### src/rtl/uart_fx_pkg.sv
package uart_fx_pkg;

    localparam int TX_DW = 9;

    typedef enum logic [1:0] {LEN_7 = 2'd0, LEN_8 = 2'd1, LEN_9 = 2'd2, LEN_9X = 2'd3} len_e;
    typedef enum logic [1:0] {PAR_NONE = 2'd0, PAR_EVEN = 2'd1, PAR_ODD = 2'd2, PAR_NONEX = 2'd3} par_e;
    typedef enum logic [1:0] {STP_HALF = 2'd0, STP_ONE = 2'd1, STP_ONEHALF = 2'd2, STP_TWO = 2'd3} stp_e;

    typedef struct packed {
        len_e       len;
        par_e       par;
        stp_e       stp;
        logic [1:0] gap;
        logic       msb_first;
    } frame_cfg_t;

    typedef enum logic [2:0] {
        ST_IDLE, ST_GAP, ST_START, ST_DATA, ST_PAR, ST_STOP
    } tx_state_e;

endpackage

### src/rtl/uart_fx_hold.sv
module uart_fx_hold #(
    parameter int DW = 9
) (
    input  logic          clk,
    input  logic          rst_n,
    input  logic          in_valid,
    input  logic [DW-1:0] in_data,
    input  logic          take,
    output logic          in_ready,
    output logic          full,
    output logic [DW-1:0] data
);
    typedef struct packed {
        logic          full;
        logic [DW-1:0] data;
    } hold_t;

    hold_t hold_d, hold_q;

    always_comb begin
        hold_d = hold_q;
        if (take) hold_d.full = 1'b0;
        if (in_valid && !hold_q.full) begin
            hold_d.full = 1'b1;
            hold_d.data = in_data;
        end
    end

    always_ff @(posedge clk or negedge rst_n) begin
        if (!rst_n) hold_q <= '0;
        else        hold_q <= hold_d;
    end

    assign in_ready = !hold_q.full;
    assign full     = hold_q.full;
    assign data     = hold_q.data;

    // a held word is kept unchanged until the sequencer takes it
    p_hold_keep_r2: assert property (@(posedge clk) disable iff (!rst_n)
        (hold_q.full && !take) |=> (hold_q.full && $stable(hold_q.data)));

endmodule

### src/rtl/uart_fx_seq.sv
module uart_fx_seq
    import uart_fx_pkg::*;
#(
    parameter int OVS = 8
) (
    input  logic             clk,
    input  logic             rst_n,
    input  logic             bit_tick,
    input  logic             sub_tick,
    input  frame_cfg_t       cfg,
    input  logic             pend,
    input  logic [TX_DW-1:0] pend_data,
    output logic             take,
    output logic             line,
    output logic             busy,
    output logic             done
);
    localparam int CW = $clog2(3 * OVS + 1);
    localparam int IW = $clog2(TX_DW + 1);

    typedef struct packed {
        tx_state_e        st;
        logic [CW-1:0]    cnt;
        logic [IW-1:0]    idx;
        logic [IW-1:0]    nbits;
        logic [TX_DW-1:0] shf;
        logic             pbit;
        logic             has_par;
        stp_e             stp;
        logic [1:0]       gap;
        logic             done;
    } seq_t;

    seq_t q, d;

    logic [TX_DW-1:0] msk, rev;
    logic [IW-1:0]    nb;
    logic [CW-1:0]    dur;
    logic             el_end, start_ok;

    always_comb begin
        d        = q;
        d.done   = 1'b0;
        take     = 1'b0;
        msk      = '0;
        rev      = '0;

        case (cfg.len)
            LEN_7:   nb = IW'(7);
            LEN_8:   nb = IW'(8);
            default: nb = IW'(9);
        endcase
        for (int i = 0; i < TX_DW; i++)
            if (i < int'(nb)) msk[i] = pend_data[i];
        for (int i = 0; i < TX_DW; i++)
            if (i < int'(nb)) rev[i] = msk[int'(nb) - 1 - i];

        case (q.st)
            ST_GAP: dur = CW'(OVS) * CW'(q.gap);
            ST_STOP: begin
                case (q.stp)
                    STP_HALF:    dur = CW'(OVS / 2);
                    STP_ONE:     dur = CW'(OVS);
                    STP_ONEHALF: dur = CW'(OVS + OVS / 2);
                    default:     dur = CW'(2 * OVS);
                endcase
            end
            default: dur = CW'(OVS);
        endcase

        el_end   = sub_tick && (q.cnt == dur - CW'(1));
        start_ok = pend && ((q.st == ST_IDLE && bit_tick) || (q.st == ST_STOP && el_end));

        if (sub_tick && q.st != ST_IDLE) d.cnt = q.cnt + CW'(1);

        case (q.st)
            ST_GAP: if (el_end) begin
                d.st  = ST_START;
                d.cnt = '0;
            end
            ST_START: if (el_end) begin
                d.st  = ST_DATA;
                d.cnt = '0;
                d.idx = '0;
            end
            ST_DATA: if (el_end) begin
                d.cnt = '0;
                d.shf = q.shf >> 1;
                if (q.idx == q.nbits - IW'(1)) d.st = q.has_par ? ST_PAR : ST_STOP;
                else                           d.idx = q.idx + IW'(1);
            end
            ST_PAR: if (el_end) begin
                d.st  = ST_STOP;
                d.cnt = '0;
            end
            ST_STOP: if (el_end) begin
                d.st   = ST_IDLE;
                d.cnt  = '0;
                d.done = !pend;
            end
            default: ;
        endcase

        if (start_ok) begin
            take      = 1'b1;
            d.cnt     = '0;
            d.idx     = '0;
            d.nbits   = nb;
            d.shf     = cfg.msb_first ? rev : msk;
            d.pbit    = (^msk) ^ (cfg.par == PAR_ODD);
            d.has_par = (cfg.par == PAR_EVEN) || (cfg.par == PAR_ODD);
            d.stp     = cfg.stp;
            d.gap     = cfg.gap;
            d.st      = (cfg.gap != 2'd0) ? ST_GAP : ST_START;
        end
    end

    always_ff @(posedge clk or negedge rst_n) begin
        if (!rst_n) q <= '{st: ST_IDLE, stp: STP_ONE, default: '0};
        else        q <= d;
    end

    always_comb begin
        case (q.st)
            ST_START: line = 1'b0;
            ST_DATA:  line = q.shf[0];
            ST_PAR:   line = q.pbit;
            default:  line = 1'b1;
        endcase
    end

    assign busy = (q.st != ST_IDLE);
    assign done = q.done;

    // an idle line only leaves idle on a bit_tick edge
    p_idle_waits_r2: assert property (@(posedge clk) disable iff (!rst_n)
        (q.st == ST_IDLE && !bit_tick) |=> (q.st == ST_IDLE));

    // element timing advances only on sub-ticks
    p_sub_gated_r3: assert property (@(posedge clk) disable iff (!rst_n)
        (q.st != ST_IDLE && !sub_tick) |=> ($stable(q.st) && $stable(q.cnt)));

    // no element outlasts the longest duration (3 bit periods)
    p_cnt_range_r7: assert property (@(posedge clk) disable iff (!rst_n)
        q.cnt < CW'(3 * OVS));

    // completion is a single-cycle pulse seen only with the line idle
    p_done_pulse_r11: assert property (@(posedge clk) disable iff (!rst_n)
        q.done |=> !q.done);
    p_done_idle_r11: assert property (@(posedge clk) disable iff (!rst_n)
        q.done |-> (q.st == ST_IDLE && $past(q.st) == ST_STOP));

endmodule

### src/rtl/uart_fx_pin.sv
module uart_fx_pin (
    input  logic line,
    input  logic invert,
    input  logic hiz,
    output logic tx,
    output logic tx_oe
);
    assign tx    = line ^ invert;
    assign tx_oe = !hiz;
endmodule

### src/rtl/uart_fx_tx.sv
module uart_fx_tx
    import uart_fx_pkg::*;
#(
    parameter int OVS = 8
) (
    input  logic       clk,
    input  logic       rst_n,
    input  logic       bit_tick,
    input  logic       sub_tick,
    input  logic [1:0] cfg_len,
    input  logic [1:0] cfg_parity,
    input  logic [1:0] cfg_stop,
    input  logic [1:0] cfg_gap,
    input  logic       cfg_msb_first,
    input  logic       line_invert,
    input  logic       line_hiz,
    input  logic       in_valid,
    input  logic [8:0] in_data,
    output logic       in_ready,
    output logic       tx,
    output logic       tx_oe,
    output logic       busy,
    output logic       tx_done
);
    frame_cfg_t       cfg;
    logic             take, pend, line;
    logic [TX_DW-1:0] pend_data;

    assign cfg = '{len: len_e'(cfg_len), par: par_e'(cfg_parity), stp: stp_e'(cfg_stop),
                   gap: cfg_gap, msb_first: cfg_msb_first};

    uart_fx_hold #(.DW(TX_DW)) u_hold (
        .clk(clk), .rst_n(rst_n), .in_valid(in_valid), .in_data(in_data),
        .take(take), .in_ready(in_ready), .full(pend), .data(pend_data)
    );

    uart_fx_seq #(.OVS(OVS)) u_seq (
        .clk(clk), .rst_n(rst_n), .bit_tick(bit_tick), .sub_tick(sub_tick),
        .cfg(cfg), .pend(pend), .pend_data(pend_data), .take(take),
        .line(line), .busy(busy), .done(tx_done)
    );

    uart_fx_pin u_pin (
        .line(line), .invert(line_invert), .hiz(line_hiz), .tx(tx), .tx_oe(tx_oe)
    );

endmodule

### config.mk
export PLATFORM = sky130hd
export DESIGN_NAME = uart_fx_tx
export DESIGN_NICKNAME = d
export VERILOG_FILES = /design/src/rtl/uart_fx_pkg.sv /design/src/rtl/uart_fx_hold.sv /design/src/rtl/uart_fx_seq.sv /design/src/rtl/uart_fx_pin.sv /design/src/rtl/uart_fx_tx.sv
export SDC_FILE = /design/constraint.sdc
export NUM_CORES = 1
export LEC_CHECK = 0
export BUFFER_PORTS_ARGS = -buffer_cell sky130_fd_sc_hd__buf_2
export CAP_MARGIN = 20
export CORE_ASPECT_RATIO = 1.5
export CORE_UTILIZATION = 35
export CTS_CLUSTER_SIZE = 40
export DETAILED_ROUTE_END_ITERATION = 16
export HOLD_SLACK_MARGIN = 0.08
export PLACE_DENSITY = 0.52
export SLEW_MARGIN = 40
export SYNTH_ARGS = -nofsm -noshare
export SYNTH_HDL_FRONTEND = slang
export SYNTH_SLANG_ARGS = --single-unit
### constraint.sdc
create_clock -name clk -period 3.05 [get_ports clk]
set_input_delay 0.305 -clock clk [delete_from_list [all_inputs] [get_ports clk]]
set_output_delay 0.305 -clock clk [all_outputs]
set_load 0.05 [all_outputs]
==> metrics.log <==
[metrics] worst slew margin relative to its limit: 63.7%
[metrics] largest driver fanout on the critical path: 15
[metrics] iteration-0 DRC count of the detailed router: 97
[metrics] Final setup violation count: 0
[metrics] aggregate global-route resource usage: 16.7%
[metrics] Buffers & Inverters on Critical Path: 1
[metrics] CTS tree: built
[metrics] routed len/inst: 14.8 um
[metrics] slowest stage delay, CP: 0.54 ns
[metrics] Slew Limit Fails: 0
[metrics] area growth from synthesis to layout: 14.9%
[metrics] Die W: 73.3 um
[metrics] most frequent standard cell in the layout excluding fill and tap cells: sky130_fd_sc_hd__dfrtp_1
[metrics] core footprint: 0.00732 mm2
[metrics] Num CTS Buffers: 5
[metrics] deepest clock path buffer count: 2
[metrics] wire length of the first global-routing pass: 10000 um
[metrics] full die area: 0.00799 mm2
[metrics] largest voltage drop on the vdd net: 448 uV
[metrics] Avg Vias per Cell: 5.18
[metrics] endpoints failing hold: 0
[metrics] Fin Setup TNS: 0 ns
[metrics] number of distinct standard cells referenced by the synthesized netlist: 52
[metrics] signal arrival time at the worst endpoint: 3.06 ns
[metrics] total routed wirelength: 6050 um
[metrics] period utilization: 92.9%
[metrics] placer's final routability congestion estimate: 0.869
[metrics] vias after detailed routing: 2117
[metrics] Tightest Pin Transition: 0.544 ns
[metrics] DR pass1 iterations: 4
[metrics] worst slack at placement: 0.158 ns
[metrics] Netlist Area Pre-Place: 0.00267 mm2
[metrics] timing-limited maximum frequency: 0.353 GHz
[metrics] Sink Count: 41
[metrics] Critical-path top delay cell: sky130_fd_sc_hd__dfstp_2
[metrics] data required time at the worst endpoint: 3.28 ns
[metrics] port bufs: 29
[metrics] pwr dens: 858 mW/mm2
[metrics] crit start category: flop
[metrics] worst skew pair latency: 0.30 ns
[metrics] Hold Crit Class: input pin to flop
[metrics] synthesized instance count: 276
[metrics] async set-reset flop share out of synthesis: 100%
[metrics] Total Nets Final: 346
[metrics] CTS Root Buffer Type: sky130_fd_sc_hd__clkbuf_8
[metrics] fraction of layout instances using a drive strength above 1: 21.0%
[metrics] IO Count: 30
[metrics] number of synthesized register bits: 41
[metrics] crit path cell chain: inv_1 -> ha_1 -> a211oi_1 -> ha_1 -> xnor2_1 -> nor2_1 -> o21ai_2 -> o31a_4 -> or3_1 -> o21ai_0
[metrics] worst clock skew: 0.00372 ns
[metrics] part of the Yosys area used for sequential elements: 38.5%
[metrics] synthesis warning total: 0
[metrics] row count: 38
[metrics] Post-synth EDFFs: 0
[metrics] prevailing post-synth register cell: sky130_fd_sc_hd__dfrtp_1
[metrics] Initial Utilization: 36.5%
[metrics] number of DRC violations after detailed routing: 0
[metrics] # diodes: 0
[metrics] number of routed nets with antenna violations: 0
[metrics] CP top delay family: compound AO/OA/AOI/OAI gates
[metrics] total of max-cap violations: 0
[metrics] HPWL after detailed placement: 4650 um
[metrics] Avg Inst Size Synth: 9.68 um2
[metrics] setup repair after global routing missed its margin: false
[metrics] antenna violations before repair: 0
[metrics] clock-pin slew on the worst setup and hold paths: 0.09 ns
[metrics] Pleak: 1.40 nW
[metrics] final worst-path setup slack: 0.217 ns
[metrics] height of the die: 109 um
[metrics] post-layout min period: 2.83 ns
[metrics] leading cell types in the layout, fill and taps excluded: sky130_fd_sc_hd__dfrtp_1 (40), sky130_fd_sc_hd__nand2_1 (28), sky130_fd_sc_hd__buf_2 (28), sky130_fd_sc_hd__nor2_1 (21), sky130_fd_sc_hd__o21ai_0 (15)
[metrics] final global-route overflow total: 0
[metrics] critical path endpoint category: flop
[metrics] maximum level of the CTS H-tree: 2
[metrics] number of global-route vias before repair: 2067
[metrics] number of nets in the synthesized netlist: 314
[metrics] Worst Setup Path Type: flop to flop
[metrics] result of the run: finished, final reports clean
[metrics] maximum number of pins on one net before global-route repair: 42
[metrics] most common cell type on the critical path: sky130_fd_sc_hd__ha_1
[state kept, by name, summed over array words and instances (netlist names)]
register,cells
u_seq.q,30
u_hold.data,9
u_hold.full,1
u_seq.done,1
[worst min-delay path: stages]
cell	delay [ns]
sky130_fd_sc_hd__buf_2	0.08
sky130_fd_sc_hd__nand2_1	0.03
sky130_fd_sc_hd__o21ai_0	0.05
[cell usage after synthesis (3+ instances only)]
master                     instances  share of area [%]
sky130_fd_sc_hd__dfrtp_1          40                 37
sky130_fd_sc_hd__nand2_1          28                3.9
sky130_fd_sc_hd__nor2_1           21                3.0
sky130_fd_sc_hd__o21ai_0          15                2.8
sky130_fd_sc_hd__inv_1            14                2.0
sky130_fd_sc_hd__ha_1             13                6.1
sky130_fd_sc_hd__mux2i_1          12                4.5
sky130_fd_sc_hd__xnor2_1          12                3.9
sky130_fd_sc_hd__a21oi_1          11                2.1
sky130_fd_sc_hd__mux2_2            9                3.8
sky130_fd_sc_hd__xor2_1            8                2.6
sky130_fd_sc_hd__a221o_1           7                2.6
sky130_fd_sc_hd__nand2b_1          7                1.6
sky130_fd_sc_hd__a211oi_1          6                1.7
sky130_fd_sc_hd__clkbuf_1          6               0.84
sky130_fd_sc_hd__o22ai_1           6                1.4
sky130_fd_sc_hd__nand3_1           4               0.75
sky130_fd_sc_hd__nor2b_1           4               0.94
sky130_fd_sc_hd__nor3_1            4               0.75
sky130_fd_sc_hd__or3_1             4               0.94
sky130_fd_sc_hd__and3_1            3               0.70
sky130_fd_sc_hd__buf_2             3               0.56
sky130_fd_sc_hd__mux4_2            3                2.5
sky130_fd_sc_hd__o21a_1            3               0.84
[area by class of cell]
cell class | count | area, um2
inverters | 14 | 52.6
repair buffers | 37 | 210
flip-flops and latches | 41 | 1030
clock buffers | 5 | 68.8
clock inverters | 3 | 46.3
multi-input cells | 209 | 1540
well taps | 100 | 125
fillers | 774 | 4250
[report_power, final]
group | internal, mW | switching [mW] | total (mW) | leakage (nW)
combinational | 0.577 | 0.628 | 1.20 | 0.839
clock | 0.245 | 0.216 | 0.461 | 0.0543
sequential | 0.750 | 0.216 | 0.966 | 0.512
total | 1.57 | 1.06 | 2.63 | 1.40
[worst paths after layout]
path                             startpoint  cells past startpoint          end  slack [ns]
max in group asynchronous             rst_n                      2   u_seq.q[3]        2.14
worst min register to register   u_seq.q[2]                      2   u_seq.q[2]        0.48
min in group asynchronous             rst_n                      2  u_seq.q[21]        0.52
worst max-delay path             u_seq.q[3]                     10  u_seq.q[10]        0.22
worst max register to register   u_seq.q[3]                     10  u_seq.q[10]        0.22
worst min-delay path            cfg_stop[1]                      3   u_seq.q[4]        0.20
[kinds of logic (layout without fill, tap and decap cells)]
group / Yosys count / count (layout) / synth area share, %
compound gates: 65 / 65 / 17.0
xor+xnor: 21 / 21 / 7.40
fa+ha+maj: 13 / 13 / 6.09
buf+inv: 26 / 59 / 4.22
flops: 41 / 41 / 38.5
mux: 24 / 24 / 10.8
simple gates: 86 / 86 / 16.0
[what timing repair did]
item / 4_1_cts / 5_1_grt
setup endpoints to repair: 0 / 8
setup buffers: 0 / 0
hold buffers: 1 / 0
endpoints found under the hold margin: 40 / 0
resized for setup: 0 / 1
[routing by layer]
layer | vias up | track usage (%) | wire length (um)
li1 | 1046 | - | -
met1 | 1008 | 18.9 | 2500
met2 | 46 | 29.7 | 3170
met3 | 17 | 2.77 | 178
met4 | 0 | 8.24 | 210
met5 | - | 0 | 0
[stage by stage]
stage | std cells | power (mW) | hold WS, ns | instance area [um2] | utilization (%)
floorplan | 276 | 1.89 | 0.00941 | 2670 | -
global placement | 400 | 2.18 | 0.473 | 2930 | 40.1
detailed placement | 400 | 2.19 | 0.334 | 2940 | 40.1
CTS | 409 | 2.66 | 0.186 | 3060 | 41.8
global route | 409 | 2.84 | 0.193 | 3070 | 41.9
finish | 409 | 2.63 | 0.201 | 3070 | 41.9
No activity file was read; power rests on OpenSTA's default activity.
